$ cat config.mk
export PLATFORM = sky130hd
export DESIGN_NAME = strtab_locator
export DESIGN_NICKNAME = d
export VERILOG_FILES = /design/src/rtl/slt_pkg.sv /design/src/rtl/slt_cfg.sv /design/src/rtl/slt_index.sv /design/src/rtl/slt_addr_gen.sv /design/src/rtl/slt_ctrl.sv /design/src/rtl/strtab_locator.sv
export SDC_FILE = /design/constraint.sdc
export NUM_CORES = 1
export LEC_CHECK = 0
export CORE_MARGIN = 2
export CORE_UTILIZATION = 26
export DETAILED_ROUTE_END_ITERATION = 6
export DONT_BUFFER_PORTS = 1
export GPL_TIMING_DRIVEN = 0
export HOLD_SLACK_MARGIN = 0.1
export PLACE_DENSITY = 0.36
export SYNTH_ARGS = -nofsm -noshare
export SYNTH_HDL_FRONTEND = slang
export SYNTH_SLANG_ARGS = --single-unit
$ cat constraint.sdc
create_clock -name clk -period 9.55 [get_ports clk]
set_clock_uncertainty 0.1 [all_clocks]
set_input_delay 1.91 -clock clk [delete_from_list [all_inputs] [get_ports clk]]
set_output_delay 1.91 -clock clk [all_outputs]
set_load 0.005 [all_outputs]
$ cat src/rtl/slt_pkg.sv
package slt_pkg;
  typedef enum logic [1:0] {
    FLT_NONE    = 2'd0,
    FLT_BAD_SID = 2'd1,
    FLT_BAD_ENT = 2'd2,
    FLT_FETCH   = 2'd3
  } flt_e;

  localparam int ENT_SHIFT  = 6;
  localparam int DESC_SHIFT = 3;
  localparam int SPAN_W     = 5;
  localparam int SPLIT_W    = 5;
endpackage

$ cat src/rtl/slt_cfg.sv
module slt_cfg
  import slt_pkg::*;
(
  input  logic               clk,
  input  logic               rst,
  input  logic               cfg_wr,
  input  logic               cfg_fmt,
  input  logic [SPLIT_W-1:0] cfg_split,
  output logic               two_lvl,
  output logic [SPLIT_W-1:0] split
);
  always_ff @(posedge clk) begin
    if (rst) begin
      two_lvl <= 1'b0;
      split   <= '0;
    end else if (cfg_wr) begin
      two_lvl <= cfg_fmt;
      if (cfg_fmt) split <= cfg_split;
    end
  end

  // a format-1 write selects the split layout and latches the split field
  assert_fmt_latch_R4: assert property (@(posedge clk) disable iff (rst)
    (cfg_wr && cfg_fmt) |=> (two_lvl && split == $past(cfg_split)));
  assert_fmt_clear_R4: assert property (@(posedge clk) disable iff (rst)
    (cfg_wr && !cfg_fmt) |=> !two_lvl);
endmodule

$ cat src/rtl/slt_index.sv
module slt_index
  import slt_pkg::*;
#(
  parameter int SID_W = 16
) (
  input  logic [SID_W-1:0]   sid,
  input  logic [SPLIT_W-1:0] split,
  output logic [SID_W-1:0]   l1_idx,
  output logic [SID_W-1:0]   l2_idx
);
  logic [SID_W-1:0] low_mask;

  always_comb begin
    low_mask = ~({SID_W{1'b1}} << split);
    l1_idx   = sid >> split;
    l2_idx   = sid & low_mask;
  end
endmodule

$ cat src/rtl/slt_addr_gen.sv
module slt_addr_gen
  import slt_pkg::*;
#(
  parameter int SID_W = 16,
  parameter int AW    = 52
) (
  input  logic [AW-1:0]    base,
  input  logic [SID_W-1:0] sid,
  input  logic [SID_W-1:0] l1_idx,
  input  logic [SID_W-1:0] l2_idx,
  input  logic [63:0]      desc,
  output logic [AW-1:0]    lin_addr,
  output logic [AW-1:0]    desc_addr,
  output logic [AW-1:0]    ent_addr,
  output logic             span_zero,
  output logic             l2_over
);
  localparam int PAD   = AW - SID_W;
  localparam int CMP_W = ((SID_W > 32) ? SID_W : 32) + 1;
  localparam logic [CMP_W-1:0] ONE = {{(CMP_W-1){1'b0}}, 1'b1};

  logic [AW-1:0]     base_al;
  logic [AW-1:0]     next_ptr;
  logic [SPAN_W-1:0] span;
  logic [CMP_W-1:0]  span_lim;
  logic [CMP_W-1:0]  l2_wide;

  always_comb begin
    base_al   = {base[AW-1:ENT_SHIFT], {ENT_SHIFT{1'b0}}};
    lin_addr  = base + ({{PAD{1'b0}}, sid} << ENT_SHIFT);
    desc_addr = base_al + ({{PAD{1'b0}}, l1_idx} << DESC_SHIFT);
    next_ptr  = {desc[AW-1:ENT_SHIFT], {ENT_SHIFT{1'b0}}};
    ent_addr  = next_ptr + ({{PAD{1'b0}}, l2_idx} << ENT_SHIFT);
    span      = desc[SPAN_W-1:0];
    span_zero = (span == '0);
    span_lim  = (ONE << span) - ONE;
    l2_wide   = {{(CMP_W-SID_W){1'b0}}, l2_idx};
    l2_over   = (l2_wide > span_lim);
  end
endmodule

$ cat src/rtl/slt_ctrl.sv
module slt_ctrl
  import slt_pkg::*;
#(
  parameter int SID_W    = 16,
  parameter int SID_BITS = 8,
  parameter int AW       = 52
) (
  input  logic               clk,
  input  logic               rst,
  input  logic               req,
  input  logic [SID_W-1:0]   sid,
  input  logic               two_lvl,
  input  logic [SPLIT_W-1:0] split,
  input  logic [AW-1:0]      lin_addr,
  input  logic [AW-1:0]      desc_addr,
  input  logic [AW-1:0]      ent_addr_2l,
  input  logic               span_zero,
  input  logic               l2_over,
  input  logic               rd_vld,
  input  logic               rd_err,
  output logic [SID_W-1:0]   cur_sid,
  output logic [SPLIT_W-1:0] cur_split,
  output logic               busy,
  output logic               done,
  output logic [AW-1:0]      ent_addr,
  output logic [1:0]         flt_code,
  output logic [AW-1:0]      flt_addr,
  output logic               rd_req,
  output logic [AW-1:0]      rd_addr
);
  typedef enum logic {ST_IDLE, ST_WAIT} st_e;

  localparam logic [SID_W:0] SID_LIM = {{SID_W{1'b0}}, 1'b1} << SID_BITS;

  st_e               state;
  logic [SID_W-1:0]  sid_q;
  logic [SPLIT_W-1:0] split_q;
  logic              sid_bad;

  always_comb begin
    sid_bad   = ({1'b0, sid} > SID_LIM);
    busy      = (state == ST_WAIT);
    cur_sid   = busy ? sid_q : sid;
    cur_split = busy ? split_q : split;
  end

  always_ff @(posedge clk) begin
    if (rst) begin
      state    <= ST_IDLE;
      sid_q    <= '0;
      split_q  <= '0;
      done     <= 1'b0;
      ent_addr <= '0;
      flt_code <= FLT_NONE;
      flt_addr <= '0;
      rd_req   <= 1'b0;
      rd_addr  <= '0;
    end else begin
      done   <= 1'b0;
      rd_req <= 1'b0;
      case (state)
        ST_IDLE: begin
          if (req) begin
            if (sid_bad) begin
              done     <= 1'b1;
              flt_code <= FLT_BAD_SID;
              ent_addr <= '0;
              flt_addr <= '0;
            end else if (two_lvl) begin
              rd_req  <= 1'b1;
              rd_addr <= desc_addr;
              sid_q   <= sid;
              split_q <= split;
              state   <= ST_WAIT;
            end else begin
              done     <= 1'b1;
              flt_code <= FLT_NONE;
              ent_addr <= lin_addr;
              flt_addr <= '0;
            end
          end
        end
        ST_WAIT: begin
          if (rd_vld) begin
            done  <= 1'b1;
            state <= ST_IDLE;
            if (rd_err) begin
              flt_code <= FLT_FETCH;
              ent_addr <= '0;
              flt_addr <= rd_addr;
            end else if (span_zero) begin
              flt_code <= FLT_BAD_SID;
              ent_addr <= '0;
              flt_addr <= '0;
            end else if (l2_over) begin
              flt_code <= FLT_BAD_ENT;
              ent_addr <= '0;
              flt_addr <= '0;
            end else begin
              flt_code <= FLT_NONE;
              ent_addr <= ent_addr_2l;
              flt_addr <= '0;
            end
          end
        end
        default: state <= ST_IDLE;
      endcase
    end
  end

  // out-of-range identifier completes at once with a bad-identifier fault
  assert_bad_sid_R2: assert property (@(posedge clk) disable iff (rst)
    (!busy && req && ({1'b0, sid} > SID_LIM)) |=>
      (done && flt_code == FLT_BAD_SID && !rd_req));
  // descriptor reads are 8-byte aligned
  assert_desc_align_R5: assert property (@(posedge clk) disable iff (rst)
    rd_req |-> (rd_addr[DESC_SHIFT-1:0] == '0));
  // one read strobe per lookup, followed by waiting
  assert_one_read_R10: assert property (@(posedge clk) disable iff (rst)
    rd_req |=> !rd_req);
  assert_wait_after_read_R5: assert property (@(posedge clk) disable iff (rst)
    rd_req |-> busy);
  // an aborted response completes with a fetch fault
  assert_fetch_fault_R9: assert property (@(posedge clk) disable iff (rst)
    (busy && rd_vld && rd_err) |=> (done && flt_code == FLT_FETCH && !busy));
  // a response while idle produces no completion
  assert_idle_vld_R10: assert property (@(posedge clk) disable iff (rst)
    (!busy && !req && rd_vld) |=> !done);
  // accepted two-level result is entry aligned
  assert_ent_align_R8: assert property (@(posedge clk) disable iff (rst)
    (busy && rd_vld && !rd_err && !span_zero && !l2_over) |=>
      (done && flt_code == FLT_NONE && ent_addr[ENT_SHIFT-1:0] == '0));
endmodule

$ cat src/rtl/strtab_locator.sv
module strtab_locator
  import slt_pkg::*;
#(
  parameter int SID_W    = 16,
  parameter int SID_BITS = 8,
  parameter int AW       = 52
) (
  input  logic               clk,
  input  logic               rst,
  input  logic               cfg_wr,
  input  logic               cfg_fmt,
  input  logic [SPLIT_W-1:0] cfg_split,
  input  logic [AW-1:0]      tab_base,
  input  logic               req,
  input  logic [SID_W-1:0]   sid,
  output logic               busy,
  output logic               done,
  output logic [AW-1:0]      ent_addr,
  output logic [1:0]         flt_code,
  output logic [AW-1:0]      flt_addr,
  output logic               rd_req,
  output logic [AW-1:0]      rd_addr,
  input  logic               rd_vld,
  input  logic [63:0]        rd_data,
  input  logic               rd_err
);
  logic               two_lvl;
  logic [SPLIT_W-1:0] split;
  logic [SID_W-1:0]   cur_sid;
  logic [SPLIT_W-1:0] cur_split;
  logic [SID_W-1:0]   l1_idx;
  logic [SID_W-1:0]   l2_idx;
  logic [AW-1:0]      lin_addr;
  logic [AW-1:0]      desc_addr;
  logic [AW-1:0]      ent_addr_2l;
  logic               span_zero;
  logic               l2_over;

  slt_cfg u_cfg (
    .clk(clk), .rst(rst), .cfg_wr(cfg_wr), .cfg_fmt(cfg_fmt),
    .cfg_split(cfg_split), .two_lvl(two_lvl), .split(split)
  );

  slt_index #(.SID_W(SID_W)) u_idx (
    .sid(cur_sid), .split(cur_split), .l1_idx(l1_idx), .l2_idx(l2_idx)
  );

  slt_addr_gen #(.SID_W(SID_W), .AW(AW)) u_agen (
    .base(tab_base), .sid(cur_sid), .l1_idx(l1_idx), .l2_idx(l2_idx),
    .desc(rd_data), .lin_addr(lin_addr), .desc_addr(desc_addr),
    .ent_addr(ent_addr_2l), .span_zero(span_zero), .l2_over(l2_over)
  );

  slt_ctrl #(.SID_W(SID_W), .SID_BITS(SID_BITS), .AW(AW)) u_ctrl (
    .clk(clk), .rst(rst), .req(req), .sid(sid), .two_lvl(two_lvl),
    .split(split), .lin_addr(lin_addr), .desc_addr(desc_addr),
    .ent_addr_2l(ent_addr_2l), .span_zero(span_zero), .l2_over(l2_over),
    .rd_vld(rd_vld), .rd_err(rd_err), .cur_sid(cur_sid),
    .cur_split(cur_split), .busy(busy), .done(done), .ent_addr(ent_addr),
    .flt_code(flt_code), .flt_addr(flt_addr), .rd_req(rd_req),
    .rd_addr(rd_addr)
  );

  // nothing completes or reads in the cycle after reset
  assert_reset_quiet_R1: assert property (@(posedge clk)
    $past(rst) |-> (!done && !rd_req && !busy));
endmodule

==> results.cfg <==
[status]
status = finished, violations left
violations = design-rule violations

[hold_path]
min_path_cells = 2
min_to = u_ctrl.sid_q[5]$_SDFFE_PP0P_
min_path_type = reg -> reg
hp-start = u_ctrl.sid_q[5]$_SDFFE_PP0P_

[power_and_ir_drop]
p_int_mw = 1.267
pwr-share-clk_pct = 39.3
swShare_pct = 32.85
p_per_area_nw_per_um2 = 137.9
power.leakage_nw = 4.898
pwr-share-comb_pct = 19.3
ir_worst_vdd_uv = 93.31
power_frac_seq_pct = 41.4
switching_power_mw = 0.6196

[detailed_routing]
initialDrtViolationCount = 756
ant_nets = 0
vias = 12200
wire_per_inst_um = 25.01
vias_per_cell = 5.389
route.detailed.drc = 20
totalWireLength_um = 56590
first_pass_iters = 7

[cts]
clk_pin_slew_worst_paths_ps = 80
clkSinkCount = 182
cts_made_buffers = 17
cts_tree = yes
post-cts-setup-buffer-count = 0
cts.path.max_buffers = 2
h-tree-depth = 4
clk_latency_ps = 500
cts.repair.resized = 0
cts_root_buf = clkbuf_16
cts-hold-fix-buffers = 0

[setup_path]
crit_type = reg -> reg
start_kind = flip-flop
path_max_fanout = 10
crit_chain = clkbuf_1, clkbuf_1, mux2i_1, inv_1, o21ai_0, nor2_1, o311ai_0, o21ai_0, and2_1, ha_1, a21o_1, a21oi_1, o21ai_0, nand2_1, o21ai_0, a21boi_0, buf_2, nor2_1, a2111oi_0
reg2reg_setup_slack_ps = 2830
crit_slowest_cell = a21boi_0
crit_path_frequent_cell = o21ai_0
reg2reg_to = u_ctrl.rd_addr[23]$_SDFFE_PP0P_
r2r_cells = 19
crit_arrival_ps = 7000
endpoint_kind = flip-flop
r2r-start = u_ctrl.busy$_SDFF_PP0_
critical_path_required_ps = 9830
critical-path-max-stage-delay_ps = 990

[timing]
setup_violations = 0
fin_crit_ps = 6716
slew_headroom_pct = 16.03
hold_violations = 0
setup-tns-final_ps = 0
fin_crit_sh_pct = 70.33
rsz0062_at_grt = false
worstMarginPinSlew_ps = 1248
maxSlewViolCount = 0
fin_ws_ps = 2834
fmax_ghz = 0.1489

[placement]
portBuffers = 0
dp_hpwl_um = 46550
gp_congestion = 0.8869
place_ws_ps = 2354

[grt]
grt_pass1_vias = 11960
grt_use_total_pct = 22.74
grt_antenna_before_repair = 0
grt_pass1_wl_um = 82520
grt_max_degree = 19
overflow = 0

[floorplan]
start_util_pct = 26.39
core_um2 = 46650
num_io_pins = 305
die_area_um2 = 49100
core.rowCount = 79
die_y_um = 221.6
fp.dieW_um = 221.6

[synth]
synth_area_per_cell_um2 = 7.599
synth_top_area_share_pct = 29.60
syn-cell-area_um2 = 12310
ys_ff_latch = 182
synth_edf_count = 0
syn_inst = 1620
yosysTopAreaCell = dfxtp_1
yosysWarnings = 0
synthArstFlopShare_pct = 0
synth_flop_cell = dfxtp_1
synthTopCellsByArea = dfxtp_1, nor2_1, ha_1, a21oi_1, nand2_1
ys_seq_area_share_pct = 29.60
ys_types = 69

[layout]
fin_nets = 1853
area_growth_pct = 11.08
mostFrequentLayoutCells = nor2_1, dfxtp_1, nand2_1
utilization_pct = 29.31
drive_above_1_share_pct = 3.865
n_antenna_cell = 0
final_common_cell = nor2_1
fill_cells = 5149

[run]
drv_cap = 0
## area by class of cell
cell class | count | area (um^2) | area share, %
plain buffers | 118 | 473.0 | 3.459
inverters | 42 | 157.7 | 1.153
clock inverters | 14 | 160.2 | 1.171
well taps | 607 | 759.5 | 5.554
multi-input cells | 1283 | 8055 | 58.91
clock buffers | 17 | 425.4 | 3.111
flip-flops and latches | 182 | 3643 | 26.64
## per-layer routing
layer	part of all wire, %	GRT usage [%]	vias to the layer above
met3	7.0	6.971	65
met5	0	0	-
li1	-	-	5899
met1	41	26.78	5879
met4	2.6	7.454	0
met2	49	39.27	353
## worst max-delay path, delay by kind of cell, from the launching register on
family | cells | cell delay, ps
muxes | 1 | 550
and+or+nand+nor | 4 | 470
AOI/OAI and AO/OA | 9 | 3120
adders and majority gates | 1 | 190
buffers and inverters | 4 | 1750
DFF | 1 | 400
## registers in the layout (all words and copies together), names as in the netlist
name / cells
u_cfg.two_lvl: 1
u_ctrl.flt_addr: 49
u_ctrl.busy: 1
u_ctrl.flt_code: 2
u_ctrl.split_q: 5
u_cfg.split: 5
u_ctrl.rd_addr: 49
u_ctrl.ent_addr: 52
u_ctrl.done: 1
u_ctrl.sid_q: 16
u_ctrl.rd_req: 1
## cells by family (layout without fill, tap and decap cells)
kind of cell / Yosys count / count (layout) / synth area share, %
muxes: 44 / 44 / 3.659
AOI/OAI and AO/OA: 439 / 439 / 23.52
adders and majority gates: 65 / 65 / 6.789
buffers and inverters: 160 / 191 / 5.122
DFF: 182 / 182 / 29.60
and+or+nand+nor: 624 / 624 / 23.81
xor gates and xnor gates: 105 / 105 / 7.470
other: 1 / 6 / 0.03046
## cells in the mapped netlist, drive strengths merged (8+ instances only)
| master | instances |
|---|---|
| a211oi | 39 |
| a21o | 19 |
| a21oi | 141 |
| a221oi | 38 |
| a22oi | 53 |
| a311oi | 17 |
| a31oi | 8 |
| and2 | 18 |
| and3 | 20 |
| buf | 20 |
| clkbuf | 98 |
| dfxtp | 182 |
| ha | 62 |
| inv | 42 |
| mux2 | 8 |
| mux2i | 36 |
| nand2 | 155 |
| nand3 | 54 |
| nand4 | 27 |
| nor2 | 213 |
| nor2b | 14 |
| nor3 | 56 |
| nor4 | 11 |
| o211ai | 8 |
| o21a | 12 |
| o21ai | 61 |
| or3 | 17 |
| xnor2 | 49 |
| xor2 | 56 |
## power groups by stage
stage,registers [mW],clock network [mW],logic (mW)
4_1_cts,0.781,0.774,0.368
5_1_grt,0.782,0.787,0.405
6_report,0.780,0.742,0.364
3_3_place_gp,0.799,0,0.367
2_1_floorplan,0.793,0,0.255
3_5_place_dp,0.799,0,0.366
## worst max path at each step
stage	start	end	slack, ps
detailed placement	rd_data[4]	u_ctrl.ent_addr[50]$_SDFFE_PP0P_	2350
CTS	u_ctrl.busy$_SDFF_PP0_	u_ctrl.rd_addr[23]$_SDFFE_PP0P_	2770
global route	u_ctrl.busy$_SDFF_PP0_	u_ctrl.rd_addr[23]$_SDFFE_PP0P_	2100
finish	u_ctrl.busy$_SDFF_PP0_	u_ctrl.rd_addr[23]$_SDFFE_PP0P_	2830
global placement	rd_data[4]	u_ctrl.ent_addr[50]$_SDFFE_PP0P_	2300
floorplan	rd_data[1]	u_ctrl.ent_addr[18]$_SDFFE_PP0P_	3920
## stage by stage
step / hold WS, ps / power [mW] / cells / instance area, um^2
after floorplan: 323.9 / 1.048 / 1625 / 12330
after detailed placement: 344.8 / 1.164 / 2232 / 13090
after CTS: 360.5 / 1.923 / 2263 / 13670
final: 354.6 / 1.886 / 2263 / 13670
after global placement: 336.8 / 1.166 / 2232 / 13090
after global routing: 377.3 / 1.973 / 2263 / 13670
(Power assumes the default switching activity.)
